<file path="src/rtl/rvc_pkg.sv">
package rvc_pkg;
  localparam int HALF_W = 16;
  localparam int WORD_W = 32;
  localparam int REG_W  = 5;

  localparam logic [6:0] OPC_LOAD   = 7'b0000011;
  localparam logic [6:0] OPC_OPIMM  = 7'b0010011;
  localparam logic [6:0] OPC_STORE  = 7'b0100011;
  localparam logic [6:0] OPC_OP     = 7'b0110011;
  localparam logic [6:0] OPC_LUI    = 7'b0110111;
  localparam logic [6:0] OPC_BRANCH = 7'b1100011;
  localparam logic [6:0] OPC_JALR   = 7'b1100111;
  localparam logic [6:0] OPC_JAL    = 7'b1101111;
  localparam logic [WORD_W-1:0] WORD_BREAK = 32'h0010_0073;

  localparam logic [REG_W-1:0] REG_ZERO = 5'd0;
  localparam logic [REG_W-1:0] REG_LINK = 5'd1;
  localparam logic [REG_W-1:0] REG_SP   = 5'd2;

  // 3-bit short register field -> x8..x15
  function automatic logic [REG_W-1:0] short_reg(input logic [2:0] f);
    return {2'b01, f};
  endfunction

  function automatic logic [WORD_W-1:0] enc_i(input logic [11:0] imm,
      input logic [REG_W-1:0] rs1, input logic [2:0] f3,
      input logic [REG_W-1:0] rd, input logic [6:0] opc);
    return {imm, rs1, f3, rd, opc};
  endfunction

  function automatic logic [WORD_W-1:0] enc_s(input logic [11:0] imm,
      input logic [REG_W-1:0] rs2, input logic [REG_W-1:0] rs1,
      input logic [2:0] f3);
    return {imm[11:5], rs2, rs1, f3, imm[4:0], OPC_STORE};
  endfunction

  function automatic logic [WORD_W-1:0] enc_b(input logic [12:1] off,
      input logic [REG_W-1:0] rs2, input logic [REG_W-1:0] rs1,
      input logic [2:0] f3);
    return {off[12], off[10:5], rs2, rs1, f3, off[4:1], off[11], OPC_BRANCH};
  endfunction

  function automatic logic [WORD_W-1:0] enc_u(input logic [19:0] imm,
      input logic [REG_W-1:0] rd);
    return {imm, rd, OPC_LUI};
  endfunction

  function automatic logic [WORD_W-1:0] enc_j(input logic [20:1] off,
      input logic [REG_W-1:0] rd);
    return {off[20], off[10:1], off[11], off[19:12], rd, OPC_JAL};
  endfunction

  function automatic logic [WORD_W-1:0] enc_r(input logic [6:0] f7,
      input logic [REG_W-1:0] rs2, input logic [REG_W-1:0] rs1,
      input logic [2:0] f3, input logic [REG_W-1:0] rd);
    return {f7, rs2, rs1, f3, rd, OPC_OP};
  endfunction
endpackage

</file>
<file path="src/rtl/rvc_q0_dec.sv">
module rvc_q0_dec import rvc_pkg::*; (
  input  logic [15:2]       hw,
  output logic [WORD_W-1:0] word,
  output logic              illegal
);
  logic [9:0] spn_imm;
  logic [6:0] mem_off;
  logic [REG_W-1:0] base_r, low_r;

  assign spn_imm = {hw[10:7], hw[12:11], hw[5], hw[6], 2'b00};
  assign mem_off = {hw[5], hw[12:10], hw[6], 2'b00};
  assign base_r  = short_reg(hw[9:7]);
  assign low_r   = short_reg(hw[4:2]);

  always_comb begin
    word    = '0;
    illegal = 1'b0;
    unique case (hw[15:13])
      3'b000: begin
        illegal = (spn_imm == '0);
        word    = enc_i({2'b00, spn_imm}, REG_SP, 3'b000, low_r, OPC_OPIMM);
      end
      3'b010: word = enc_i({5'b0, mem_off}, base_r, 3'b010, low_r, OPC_LOAD);
      3'b110: word = enc_s({5'b0, mem_off}, low_r, base_r, 3'b010);
      default: illegal = 1'b1;
    endcase
  end
endmodule

</file>
<file path="src/rtl/rvc_q1_dec.sv">
module rvc_q1_dec import rvc_pkg::*; (
  input  logic [15:2]       hw,
  output logic [WORD_W-1:0] word,
  output logic              illegal
);
  logic [5:0]       imm6;
  logic [11:0]      imm12;
  logic [9:0]       sp_imm;
  logic [20:1]      jmp_off;
  logic [12:1]      br_off;
  logic [REG_W-1:0] rd, rs_hi, rs_lo;
  logic [6:0]       alu_f7;
  logic [2:0]       alu_f3;

  assign imm6    = {hw[12], hw[6:2]};
  assign imm12   = {{6{hw[12]}}, imm6};
  assign sp_imm  = {hw[12], hw[4:3], hw[5], hw[2], hw[6], 4'b0000};
  assign jmp_off = {{9{hw[12]}}, hw[12], hw[8], hw[10:9], hw[6], hw[7],
                    hw[2], hw[11], hw[5:3]};
  assign br_off  = {{4{hw[12]}}, hw[12], hw[6:5], hw[2], hw[11:10], hw[4:3]};
  assign rd      = hw[11:7];
  assign rs_hi   = short_reg(hw[9:7]);
  assign rs_lo   = short_reg(hw[4:2]);

  always_comb begin
    unique case (hw[6:5])
      2'b00:   begin alu_f7 = 7'b0100000; alu_f3 = 3'b000; end
      2'b01:   begin alu_f7 = 7'b0000000; alu_f3 = 3'b100; end
      2'b10:   begin alu_f7 = 7'b0000000; alu_f3 = 3'b110; end
      default: begin alu_f7 = 7'b0000000; alu_f3 = 3'b111; end
    endcase
  end

  always_comb begin
    word    = '0;
    illegal = 1'b0;
    unique case (hw[15:13])
      3'b000: begin
        illegal = (imm6 == '0) && (rd != REG_ZERO);
        word    = enc_i(imm12, rd, 3'b000, rd, OPC_OPIMM);
      end
      3'b001: word = enc_j(jmp_off, REG_LINK);
      3'b010: begin
        illegal = (rd == REG_ZERO);
        word    = enc_i(imm12, REG_ZERO, 3'b000, rd, OPC_OPIMM);
      end
      3'b011: begin
        if (rd == REG_SP) begin
          illegal = (sp_imm == '0);
          word    = enc_i({{2{hw[12]}}, sp_imm}, REG_SP, 3'b000, REG_SP, OPC_OPIMM);
        end else begin
          illegal = (rd == REG_ZERO) || (imm6 == '0);
          word    = enc_u({{14{hw[12]}}, imm6}, rd);
        end
      end
      3'b100: begin
        unique case (hw[11:10])
          2'b00: begin
            illegal = hw[12];
            word    = enc_i({7'b0000000, hw[6:2]}, rs_hi, 3'b101, rs_hi, OPC_OPIMM);
          end
          2'b01: begin
            illegal = hw[12];
            word    = enc_i({7'b0100000, hw[6:2]}, rs_hi, 3'b101, rs_hi, OPC_OPIMM);
          end
          2'b10: word = enc_i(imm12, rs_hi, 3'b111, rs_hi, OPC_OPIMM);
          default: begin
            illegal = hw[12];
            word    = enc_r(alu_f7, rs_lo, rs_hi, alu_f3, rs_hi);
          end
        endcase
      end
      3'b101: word = enc_j(jmp_off, REG_ZERO);
      3'b110: word = enc_b(br_off, REG_ZERO, rs_hi, 3'b000);
      default: word = enc_b(br_off, REG_ZERO, rs_hi, 3'b001);
    endcase
  end
endmodule

</file>
<file path="src/rtl/rvc_q2_dec.sv">
module rvc_q2_dec import rvc_pkg::*; (
  input  logic [15:2]       hw,
  output logic [WORD_W-1:0] word,
  output logic              illegal
);
  logic [REG_W-1:0] rd, rs2;
  logic [7:0]       ld_off, st_off;

  assign rd     = hw[11:7];
  assign rs2    = hw[6:2];
  assign ld_off = {hw[3:2], hw[12], hw[6:4], 2'b00};
  assign st_off = {hw[8:7], hw[12:9], 2'b00};

  always_comb begin
    word    = '0;
    illegal = 1'b0;
    unique case (hw[15:13])
      3'b000: begin
        illegal = hw[12] || (rd == REG_ZERO);
        word    = enc_i({7'b0000000, hw[6:2]}, rd, 3'b001, rd, OPC_OPIMM);
      end
      3'b010: word = enc_i({4'b0000, ld_off}, REG_SP, 3'b010, rd, OPC_LOAD);
      3'b100: begin
        if (!hw[12]) begin
          if (rs2 == REG_ZERO) word = enc_i(12'h000, rd, 3'b000, REG_ZERO, OPC_JALR);
          else                 word = enc_r(7'b0, rs2, REG_ZERO, 3'b000, rd);
        end else begin
          if ((rd == REG_ZERO) && (rs2 == REG_ZERO)) word = WORD_BREAK;
          else if (rs2 == REG_ZERO) word = enc_i(12'h000, rd, 3'b000, REG_LINK, OPC_JALR);
          else                      word = enc_r(7'b0, rs2, rd, 3'b000, rd);
        end
      end
      3'b110: word = enc_s({4'b0000, st_off}, rs2, REG_SP, 3'b010);
      default: illegal = 1'b1;
    endcase
  end
endmodule

</file>
<file path="src/rtl/rvc_expander.sv">
module rvc_expander import rvc_pkg::*; (
  input  logic              clk,
  input  logic              rst_n,
  input  logic              in_valid,
  output logic              in_ready,
  input  logic [HALF_W-1:0] in_half,
  output logic              out_valid,
  input  logic              out_ready,
  output logic [WORD_W-1:0] out_word,
  output logic              out_illegal,
  output logic              out_compressed
);
  localparam int NQ = 3;

  logic [WORD_W-1:0] q_word [NQ];
  logic [NQ-1:0]     q_ill;
  logic [WORD_W-1:0] nx_word;
  logic              nx_ill, nx_comp;

  rvc_q0_dec u_q0 (.hw(in_half[15:2]), .word(q_word[0]), .illegal(q_ill[0]));
  rvc_q1_dec u_q1 (.hw(in_half[15:2]), .word(q_word[1]), .illegal(q_ill[1]));
  rvc_q2_dec u_q2 (.hw(in_half[15:2]), .word(q_word[2]), .illegal(q_ill[2]));

  always_comb begin
    if (in_half[1:0] == 2'b11) begin
      nx_comp = 1'b0;
      nx_ill  = 1'b0;
      nx_word = {{(WORD_W-HALF_W){1'b0}}, in_half};
    end else begin
      nx_comp = 1'b1;
      nx_ill  = q_ill[in_half[1:0]];
      nx_word = nx_ill ? '0 : q_word[in_half[1:0]];
    end
  end

  assign in_ready = !out_valid || out_ready;

  always_ff @(posedge clk or negedge rst_n) begin
    if (!rst_n) begin
      out_valid      <= 1'b0;
      out_word       <= '0;
      out_illegal    <= 1'b0;
      out_compressed <= 1'b0;
    end else if (in_ready) begin
      out_valid <= in_valid;
      if (in_valid) begin
        out_word       <= nx_word;
        out_illegal    <= nx_ill;
        out_compressed <= nx_comp;
      end
    end
  end
endmodule

</file>
<file path="config.mk">
export PLATFORM = sky130hd
export DESIGN_NAME = rvc_expander
export DESIGN_NICKNAME = d
export VERILOG_FILES = /design/src/rtl/rvc_pkg.sv /design/src/rtl/rvc_q0_dec.sv /design/src/rtl/rvc_q1_dec.sv /design/src/rtl/rvc_q2_dec.sv /design/src/rtl/rvc_expander.sv
export SDC_FILE = /design/constraint.sdc
export NUM_CORES = 1
export LEC_CHECK = 0
export ABC_AREA = 0
export BUFFER_PORTS_ARGS = -buffer_cell sky130_fd_sc_hd__buf_2
export CAP_MARGIN = 20
export CORE_MARGIN = 3
export CORE_UTILIZATION = 35
export CTS_CLUSTER_SIZE = 20
export DETAILED_ROUTE_END_ITERATION = 7
export PLACE_DENSITY = 0.61
export SYNTH_ARGS = -nofsm -noshare
export SYNTH_HDL_FRONTEND = slang
export SYNTH_HIERARCHICAL = 1
export SYNTH_SLANG_ARGS = --single-unit
</file>
<file path="constraint.sdc">
create_clock -name clk -period 1.4 [get_ports clk]
set_clock_uncertainty 0.2 [all_clocks]
set_input_delay 0.28 -clock clk [delete_from_list [all_inputs] [get_ports clk]]
set_output_delay 0.28 -clock clk [all_outputs]
set_load 0.005 [all_outputs]
</file>
==> key figures <==
Place
  – Number of buffers added on ports: 55
  – Post-DP HPWL: around 11 mm
  – Pre-CTS WS: -1.085 ns
  – Cell Area, Placed: around 4800 sq um
  – Routability cong.: about 0.98

Timing
  – # setup viols final: 34
  – Final hold violation count: 0
  – Fin worst setup slack: -0.6167 ns
  – RSZ-0062 raised after global routing: true
  – Final worst path period share: 144.0%
  – Fin crit period: ~2.0 ns
  – Fmax: between 0.4 and 0.5 GHz
  – Post-Route Setup TNS: -19.68 ns
  – Slew Viols, Final: 0

Outcome
  – Failing checks: setup timing
  – Outcome: finished, violations left

Floorplanning
  – Core area: between 10000 and 15000 sq um
  – DIE AREA: between 10000 and 15000 sq um
  – Starting Density: between 30% and 40%
  – IO Pins: 56
  – Height of the die: 109.2 um
  – Row count: 37
  – Die W: between 100 and 150 um

Detailed routing
  – Drt total wl: between 10 and 15 mm
  – Vias: 4269
  – Router iterations before antenna repair: 5
  – Antenna viol nets, final: 0
  – Vias per inst: about 5.5
  – DRC errors left: 0
  – DR iter-0 viols: around 380
  – Drt wl/cell: about 19 um

Setup path
  – WP data required: about 1.4 ns
  – WS Path Type: input pin to flop
  – CP startpoint kind: input pin
  – CP Capture Type: flop
  – CP Max Fanout: 8
  – Worst Path Arrival: 1.99 ns

Power and ir drop
  – P_int: 0.002221 W
  – Flop pwr share: roughly 34%
  – Lkg Pwr: about 2.4 nW
  – Power Density: ~690 nW/um^2
  – Net Sw Frac: around 36%
  – Clock power frac: about a quarter
  – P_sw: ~0.0012 W
  – IR drop worst, VDD: 0.2818 mV
  – Total Power: between 0.003 and 0.004 W
  – Combinational share of power: 41.4%

Global route
  – Vias in the first global route: 4040
  – Initial antenna violation count: 0
  – GRT Overall Usage: between 20% and 30%
  – Total grt overflow: 0
  – First-pass GRT wire length: between 20 and 25 mm
  – Pin count of the biggest net entering global routing: a little over 50

Yosys
  – Top FF cell, synth: dfrtp_1
  – Post-synthesis async set-or-reset flop share: 100.0%
  – Post-synth top area share: a little under a quarter
  – Flops & latches, synth: 35
  – Post-Syn Instances: 510
  – Synth area leader: dfrtp_1
  – Mapped cell area: about 3700 sq um
  – Sequential fraction of the synthesis area: 23.49%
  – Ranking of synthesized cells by area: dfrtp_1, a21oi_1, mux2i_1
  – Number of synthesized flops with an enable pin: 0
  – Average size of a mapped cell: about 7.3 sq um
  – Post-synth cell types: between 60 and 70
  – Yosys warnings: 6

Clock network
  – H-tree Lvls: 2
  – Clock sink total: 35
  – CTS Buf Count: 5
  – Worst skew pair latency: a little under 0.3 ns
  – CTS tree: yes
  – Clock Tree Buf Depth: 2
  – Worst-path clk slew: 0.07 ns
  – CTS root buf: clkbuf_8

Final layout
  – P&R area growth vs syn: 35.27%
  – N_diodes: 0
  – Most common cell after layout, fill and taps aside: buf_4
  – Share of cells above drive strength 1: 32.09%
  – Most frequent cells in the layout: buf_4, a21oi_1, nor2_1
  – Final Cell Area: between 5000 and 6000 sq um
  – Final Net Count: ~660

Min path
  – Min-delay worst type: input pin to flop

Flow run
  – # Max-Cap Violations: 0
## sequential cells by signal, indices dropped and copies added, names as in the netlist
register	flops
out_word	32
out_illegal	1
out_valid	1
out_compressed	1
## layer usage
metal / up-vias / part of all wire, % / routed length, um / track usage, %
met1: 2010 / 44 / 6569 / 33.16
met5: - / 0 / 0 / 0
li1: 2019 / - / - / -
met4: 0 / 2.7 / 400 / 7.569
met3: 36 / 7.0 / 1038 / 4.381
met2: 204 / 46 / 6911 / 39.78
## critical path, cell delays in order
cell,delay [ns]
buf_8,0.10
or4_4,0.54
nor2_4,0.14
nor2_2,0.05
o31ai_2,0.25
mux2i_4,0.18
mux2i_4,0.20
buf_6,0.17
o31ai_1,0.09
## power groups by stage
stage	Combinational (W)	Clock [W]	Sequential, W
after global placement	0.00132	0	0.00121
after detailed placement	0.00133	0	0.00121
after global routing	0.00155	0.000898	0.00121
final	0.00143	0.000842	0.00119
after CTS	0.00139	0.000861	0.00119
after floorplan	0.000698	0	0.00122
## cell type report
class | count | area (sq um)
clock buffers | 8 | 100.1
fillers | 1012 | 5280
inverters | 14 | 52.55
multi-input cells | 416 | 2570
flip-flops and latches | 35 | 875.8
well taps | 136 | 170.2
repair buffers | 169 | 1275
## logic make-up (layout without fill, tap and decap cells)
group / after synthesis / after routing / share of synthesized area, %
buffers and inverters: 73 / 191 / 11.44
other: 3 / 16 / 0.3020
AOI/OAI and AO/OA: 164 / 165 / 26.81
muxes: 38 / 38 / 10.91
DFF: 35 / 35 / 23.49
and+or+nand+nor: 197 / 197 / 27.05
## stage by stage
stage                     hold slack, ns  cells  utilization, %
after global placement           0.05340    762           46.08
after CTS                         0.1485    777           48.21
after detailed placement         0.05949    762           46.08
after global routing              0.1995    778           48.85
final                             0.1586    778           48.85
after floorplan                  -0.2156    523               -
## synth_stat cells (all sizes together) (2+ instances only)
cell and count:
a211oi 4, a21boi 4, a21oi 73, a221o 3, a22o 2, a22oi 2
a2bb2oi 2, a31oi 2, a32oi 3, and2 34, and3 2, buf 39
clkbuf 20, conb 3, dfrtp 35, inv 14, mux2i 37, nand2 47
nand2b 9, nand3 9, nor2 68, nor2b 6, nor3 8, nor3b 2
nor4 4, o211ai 2, o21a 2, o21ai 37, o221ai 3, o31ai 18
or2 2, or4 2
## what timing repair did
action | in CTS | in global routing
endpoints found under the hold margin | 36 | 0
gates cloned | 1 | 3
resized for setup | 12 | 16
endpoints found under the setup margin | 34 | 35
pin swaps | 3 | 6
buffers inserted | 5 | 0
hold buffers | 2 | 0
## final timing paths
kind                               from           end  slack (ns)  depth (start not counted)
setup reg to reg              out_valid  out_word[24]       -0.03                          5
hold / removal                out_ready     out_valid        0.16                          4
hold reg to reg            out_word[31]  out_word[31]        0.27                          2
setup / recovery             in_half[9]  out_word[24]       -0.62                          9
max in group asynchronous         rst_n   out_word[0]        0.54                          3
min in group asynchronous         rst_n   out_word[1]        0.28                          3
(Power assumes the default switching activity.)
